===== src/rtl/pvec_pkg.sv =====
// Package: symbol codes shared by the vector tester and its parts.
// Assumes 3-bit symbols; every code value is assigned a meaning.
package pvec_pkg;

    typedef enum logic [2:0] {
        SYM_DRV0  = 3'd0,
        SYM_DRV1  = 3'd1,
        SYM_FLOAT = 3'd2,
        SYM_DONTC = 3'd3,
        SYM_EXPL  = 3'd4,
        SYM_EXPH  = 3'd5,
        SYM_SUPPLY = 3'd6,
        SYM_CLKP  = 3'd7
    } sym_t;

    localparam int SYM_W = 3;

endpackage


===== src/rtl/pvec_sequencer.sv =====
// Module: steps the phase counter within a vector period and the vector
// index through the list. Assumes PERIOD >= 4 and NVEC >= 2.
module pvec_sequencer #(
    parameter int NVEC   = 4,
    parameter int PERIOD = 4,
    localparam int VW    = $clog2(NVEC),
    localparam int PHW   = $clog2(PERIOD)
) (
    input  logic           clk,
    input  logic           rst_n,
    input  logic           start,
    output logic           run,
    output logic [PHW-1:0] phase,
    output logic [VW-1:0]  vec_idx,
    output logic           done,
    output logic           sample_en
);

    localparam logic [PHW-1:0] PH_LAST  = PHW'(PERIOD - 1);
    localparam logic [VW-1:0]  VEC_LAST = VW'(NVEC - 1);

    // Run control: accept start, advance phase and index, finish after last.
    always_ff @(posedge clk) begin
        if (!rst_n) begin
            run     <= 1'b0;
            phase   <= '0;
            vec_idx <= '0;
            done    <= 1'b0;
        end else if (!run && !done && start) begin
            run     <= 1'b1;
            phase   <= '0;
            vec_idx <= '0;
        end else if (run) begin
            if (phase == PH_LAST) begin
                phase <= '0;
                if (vec_idx == VEC_LAST) begin
                    run  <= 1'b0;
                    done <= 1'b1;
                end else begin
                    vec_idx <= vec_idx + 1'b1;
                end
            end else begin
                phase <= phase + 1'b1;
            end
        end
    end

    // Compare strobe: last phase of every applied vector.
    assign sample_en = run && (phase == PH_LAST);

endmodule


===== src/rtl/pvec_pin_lane.sv =====
// Module: decodes one pin's symbol into drive level, output enable and
// compare request. Assumes the clock pulse phase lies before the last phase.
module pvec_pin_lane
    import pvec_pkg::*;
#(
    parameter int PERIOD = 4,
    localparam int PHW   = $clog2(PERIOD),
    localparam logic [PHW-1:0] PH_PULSE = PHW'(PERIOD / 2)
) (
    input  logic [SYM_W-1:0] code,
    input  logic             run,
    input  logic [PHW-1:0]   phase,
    output logic             drv,
    output logic             oe,
    output logic             chk,
    output logic             expv
);

    // Symbol decode: all outputs quiet unless a run is in progress.
    always_comb begin
        drv  = 1'b0;
        oe   = 1'b0;
        chk  = 1'b0;
        expv = 1'b0;
        if (run) begin
            case (sym_t'(code))
                SYM_DRV0:  oe = 1'b1;
                SYM_DRV1:  begin oe = 1'b1; drv = 1'b1; end
                SYM_EXPL:  chk = 1'b1;
                SYM_EXPH:  begin chk = 1'b1; expv = 1'b1; end
                SYM_CLKP:  begin oe = 1'b1; drv = (phase == PH_PULSE); end
                default:   ;
            endcase
        end
    end

endmodule


===== src/rtl/pvec_fail_latch.sv =====
// Module: forms the per-pin mismatch vector on the compare strobe and
// latches the first failure (vector index, lowest pin) until reset.
module pvec_fail_latch #(
    parameter int NVEC  = 4,
    parameter int NPINS = 8,
    localparam int VW   = $clog2(NVEC),
    localparam int PW   = $clog2(NPINS)
) (
    input  logic             clk,
    input  logic             rst_n,
    input  logic             sample_en,
    input  logic [NPINS-1:0] chk,
    input  logic [NPINS-1:0] expv,
    input  logic [NPINS-1:0] pin_in,
    input  logic [VW-1:0]    vec_idx,
    output logic             fail,
    output logic [VW-1:0]    fail_vec,
    output logic [PW-1:0]    fail_pin
);

    logic [NPINS-1:0] mism;
    logic [PW-1:0]    low_pin;

    // Mismatch on checked pins only.
    assign mism = chk & (pin_in ^ expv);

    // Lowest set mismatch bit wins.
    always_comb begin
        low_pin = '0;
        for (int i = NPINS - 1; i >= 0; i--) begin
            if (mism[i]) low_pin = PW'(i);
        end
    end

    // First-failure capture, held until reset.
    always_ff @(posedge clk) begin
        if (!rst_n) begin
            fail     <= 1'b0;
            fail_vec <= '0;
            fail_pin <= '0;
        end else if (sample_en && !fail && (|mism)) begin
            fail     <= 1'b1;
            fail_vec <= vec_idx;
            fail_pin <= low_pin;
        end
    end

endmodule


===== src/rtl/pvec_tester.sv =====
// Module: parallel vector tester top. Vectors come from the VECTORS
// parameter: vector v at bits [v*NPINS*3 +: NPINS*3], pin i in 3 bits at i*3.
// Assumes PERIOD >= 4, NVEC >= 2, NPINS >= 2.
module pvec_tester
    import pvec_pkg::*;
#(
    parameter int NPINS  = 8,
    parameter int NVEC   = 4,
    parameter int PERIOD = 4,
    localparam int VW    = $clog2(NVEC),
    localparam int PW    = $clog2(NPINS),
    localparam int PHW   = $clog2(PERIOD),
    localparam int VBITS = NPINS * SYM_W,
    parameter logic [NVEC*VBITS-1:0] VECTORS = '0
) (
    input  logic             clk,
    input  logic             rst_n,
    input  logic             start,
    input  logic [NPINS-1:0] pin_in,
    output logic [NPINS-1:0] pin_out,
    output logic [NPINS-1:0] pin_oe,
    output logic             busy,
    output logic             done,
    output logic             fail,
    output logic [VW-1:0]    fail_vec,
    output logic [PW-1:0]    fail_pin
);

    logic             run;
    logic [PHW-1:0]   phase;
    logic [VW-1:0]    vec_idx;
    logic             sample_en;
    logic [VBITS-1:0] cur_vec;
    logic [NPINS-1:0] chk;
    logic [NPINS-1:0] expv;

    pvec_sequencer #(.NVEC(NVEC), .PERIOD(PERIOD)) u_seq (
        .clk       (clk),
        .rst_n     (rst_n),
        .start     (start),
        .run       (run),
        .phase     (phase),
        .vec_idx   (vec_idx),
        .done      (done),
        .sample_en (sample_en)
    );

    // Vector store read: select the current vector from the preloaded list.
    assign cur_vec = VECTORS[vec_idx * VBITS +: VBITS];

    for (genvar g = 0; g < NPINS; g++) begin : g_lane
        pvec_pin_lane #(.PERIOD(PERIOD)) u_lane (
            .code  (cur_vec[g*SYM_W +: SYM_W]),
            .run   (run),
            .phase (phase),
            .drv   (pin_out[g]),
            .oe    (pin_oe[g]),
            .chk   (chk[g]),
            .expv  (expv[g])
        );
    end

    pvec_fail_latch #(.NVEC(NVEC), .NPINS(NPINS)) u_fail (
        .clk       (clk),
        .rst_n     (rst_n),
        .sample_en (sample_en),
        .chk       (chk),
        .expv      (expv),
        .pin_in    (pin_in),
        .vec_idx   (vec_idx),
        .fail      (fail),
        .fail_vec  (fail_vec),
        .fail_pin  (fail_pin)
    );

    assign busy = run;

endmodule


===== config.mk =====
export PLATFORM = sky130hd
export DESIGN_NAME = pvec_tester
export DESIGN_NICKNAME = d
export VERILOG_FILES = /design/src/rtl/pvec_pkg.sv /design/src/rtl/pvec_sequencer.sv /design/src/rtl/pvec_pin_lane.sv /design/src/rtl/pvec_fail_latch.sv /design/src/rtl/pvec_tester.sv
export SDC_FILE = /design/constraint.sdc
export NUM_CORES = 1
export LEC_CHECK = 0
export BUFFER_PORTS_ARGS = -buffer_cell sky130_fd_sc_hd__buf_4
export CAP_MARGIN = 20
export CORE_UTILIZATION = 50
export DETAILED_ROUTE_END_ITERATION = 10
export GPL_ROUTABILITY_DRIVEN = 0
export PLACE_DENSITY = 0.77
export SLEW_MARGIN = 10
export SYNTH_ARGS = -nofsm -noshare
export SYNTH_HDL_FRONTEND = slang
export SYNTH_HIERARCHICAL = 1
export SYNTH_SLANG_ARGS = --single-unit
export TNS_END_PERCENT = 50

===== constraint.sdc =====
create_clock -name clk -period 3.9 [get_ports clk]
set_clock_uncertainty 0.05 [all_clocks]
set_input_delay 0.39 -clock clk [delete_from_list [all_inputs] [get_ports clk]]
set_output_delay 0.39 -clock clk [all_outputs]
set_load 0.05 [all_outputs]

==> results.sh <==
export IMPL_status="finished clean"
export IMPL_fin_ws_ns=1.968
export IMPL_cts_buffers=3
export IMPL_dp_slack_ns=1.935
export IMPL_grt_pass1_vias=1084
export IMPL_finalMaxSlewViolations=0
export IMPL_fp_coreArea_sq_mm=0.002255
export IMPL_cp_slowest_stage_delay_ns=0.63
export IMPL_cts_setup_buffers=0
export IMPL_synth_avg_cell_area_sq_um=8.042
export IMPL_slowest_stage="dfxtp_1"
export IMPL_powerDensity_mw_per_mm2=170.7
export IMPL_finalHoldViolCount=0
export IMPL_die_area_sq_mm=0.002647
export IMPL_arrival_ns=1.49
export IMPL_cts_tree="built"
export IMPL_vias_per_cell=4.089
export IMPL_die_x_um=51.45
export IMPL_postRouteWirelength_um=2364
export IMPL_ys_warn_count=6
export IMPL_overflow=0
export IMPL_ctsHoldBuffers=0
export IMPL_ys_ff_latch=12
export IMPL_p_leak_nw=0.9521
export IMPL_synth_top_area_share_pct=19.65
export IMPL_vdd_drop_max_v=0.0001609
export IMPL_drt_iter0_drc=19
export IMPL_port_buffers=26
export IMPL_dr_total_vias=1243
export IMPL_syn2layout_area_growth_pct=50.15
export IMPL_worst_slew_pin_slew_ns=0.5304
export IMPL_initial_core_util_pct=54.22
export IMPL_post_dp_hpwl_um=1874
export IMPL_rsz0062_at_grt="no"
export IMPL_ys_seq_area_share_pct=19.65
export IMPL_yosysTopAreaCell="dfxtp_1"
export IMPL_synth_area_sq_mm=0.001222
export IMPL_cts_resized=0
export IMPL_ff2ff_path_depth=4
export IMPL_grt_max_degree=33
export IMPL_syn_instance_count=152
export IMPL_grt_usage_pct=19.83
export IMPL_final_nets=292
export IMPL_path_class="register to output pin"
export IMPL_crit_path_cell_trace="buf_8, a21boi_2, buf_4"
export IMPL_dr_pass1_iters=4
export IMPL_hold_path_class="input port to register"
export IMPL_synthDistinctLibCells=35
export IMPL_fill_cells=172
export IMPL_diodes=0
export IMPL_setup_tns_final_ns=0
export IMPL_clock_sinks=12
export IMPL_yosys_top_cells_area="dfxtp_1 (20%), nand2_1 (8.6%), a21boi_2 (7.4%)"
export IMPL_grt_pass1_wl_um=4105
export IMPL_cts_max_level=1
export IMPL_drive_above_1_share_pct=23.19
export IMPL_clk_latency_ns=0.26
export IMPL_whs_path_depth=3
export IMPL_root_buffer="clkbuf_4"
export IMPL_layout_min_cycle_time_ns=1.932
export IMPL_clk_transition_reported_paths_ns=0.07
export IMPL_antenna_left=0
export IMPL_dieHeight_um=51.45
export IMPL_fin_crit_sh_pct=49.53
export IMPL_io_pins=35
export IMPL_max_cap_violations=0
export IMPL_cp_end_kind="output pin"
export IMPL_critPathLaunchType="register"
export IMPL_max_freq_mhz=517.7
export IMPL_finalSetupViolCount=0
export IMPL_required_ns=3.46
export IMPL_relSlewSlack_pct=64.57
export IMPL_avgRoutedWirePerCell_um=7.776
export IMPL_clock_path_buffers=2
export IMPL_antenna_found_initial=0
export IMPL_crit_fanout=19
export IMPL_rows=17
export IMPL_drc=0
==> cell usage after synthesis, drive strengths merged <==
cell type	count
a22oi	4
xor2	9
nor2b	2
nand2b	3
buf	1
mux2i	5
nor3	1
a32oi	1
nand2	29
ha	3
nand4b	8
nand3	9
o21ai	2
nand4	2
a21o	1
a211oi	1
nand3b	1
o211ai	1
inv	1
and3	1
and2	2
conb	1
a21oi	12
dfxtp	12
or2	8
a21boi	10
nor2	14
nor3b	8
==> cell usage in the layout, fill, tap and decap left out, types with 3 or more instances in the layout <==
cell      count
clkbuf_4      3
a21oi_2       8
nor3b_1       8
nand4b_1      8
buf_4        26
xor2_1        9
nand2b_1      3
mux2i_1       5
or2_4         8
nand2_1      28
nand3_1       9
a21oi_1       4
a21boi_2      8
dfxtp_1      12
ha_1          3
nor2_1       13
conb_1       96
a22oi_2       3
==> registers in the layout, indices dropped and copies added, names as in the netlist <==
name and cells:
u_seq/done 1, u_fail/fail_pin 3, u_seq/phase 2, u_seq/vec_idx 2, u_seq/run 1, u_fail/fail_vec 2, u_fail/fail 1
==> per-layer routing <==
| layer | global-route usage (%) | up-vias | share of wire, % |
|---|---|---|---|
| li1 | - | 701 | - |
| met1 | 23.52 | 512 | 45 |
| met2 | 35.71 | 28 | 48 |
| met3 | 2.976 | 2 | 6.0 |
| met4 | 6.757 | 0 | 0.34 |
| met5 | 0 | - | 0 |
==> where the power goes <==
part           internal [mW]  switching (mW)  leakage, nW  total [mW]
logic                 0.0420          0.0701        0.841       0.112
clock network         0.0356          0.0359       0.0138      0.0715
registers              0.124         0.00555       0.0971       0.130
==> cells by family (layout without fill, tap and decap cells) <==
kind of cell | count (synthesis) | count (layout) | synth area share (%)
other | 1 | 96 | 0.3068
buffers and inverters | 2 | 31 | 1.228
xor gates and xnor gates | 9 | 9 | 6.449
muxes | 5 | 5 | 4.094
AOI/OAI and AO/OA | 32 | 32 | 23.65
DFF | 12 | 12 | 19.65
and+or+nand+nor | 88 | 88 | 41.56
adders and majority gates | 3 | 3 | 3.071
==> metrics by stage <==
| step | cells | hold WS (ns) | util (%) | area (sq um) | power [mW] |
|---|---|---|---|---|---|
| floorplan | 247 | 0.4403 | - | 1579 | 0.2171 |
| global placement | 300 | 0.4030 | 79.74 | 1798 | 0.2362 |
| detailed placement | 300 | 0.4051 | 79.74 | 1798 | 0.2375 |
| CTS | 303 | 0.3843 | 80.74 | 1821 | 0.3095 |
| global route | 304 | 0.3801 | 81.41 | 1836 | 0.3374 |
| finish | 304 | 0.3970 | 81.41 | 1836 | 0.3133 |
==> path summary, 6_finish.rpt <==
check                                                     start                              end  slack [ns]
worst min-delay path                                      rst_n  u_fail/fail_vec[0]$_SDFFE_PN0P_        0.40
worst max-delay path                       u_seq/run$_SDFF_PN0_                        pin_oe[1]        1.97
worst min register to register  u_fail/fail_vec[0]$_SDFFE_PN0P_  u_fail/fail_vec[0]$_SDFFE_PN0P_        0.42
worst max register to register             u_seq/run$_SDFF_PN0_    u_seq/vec_idx[0]$_SDFFE_PP0P_        2.56
==> critical path: cells and delay by family (launching register included) <==
family | cells | cell delay [ns]
compound gates | 1 | 0.16
buf+inv | 2 | 0.43
flops | 1 | 0.63
==> cell type report <==
type                            instances  area [sq um]  area share [%]
Sequential cell                        12         240.2           13.09
Multi-Input combinational cell        233          1324           72.12
Tap cell                               28         35.03           1.909
Clock buffer                            3         22.52           1.227
Inverter                                1         3.754          0.2045
Timing Repair Buffer                   27         210.2           11.45
No activity file was read; power rests on OpenSTA's default activity.
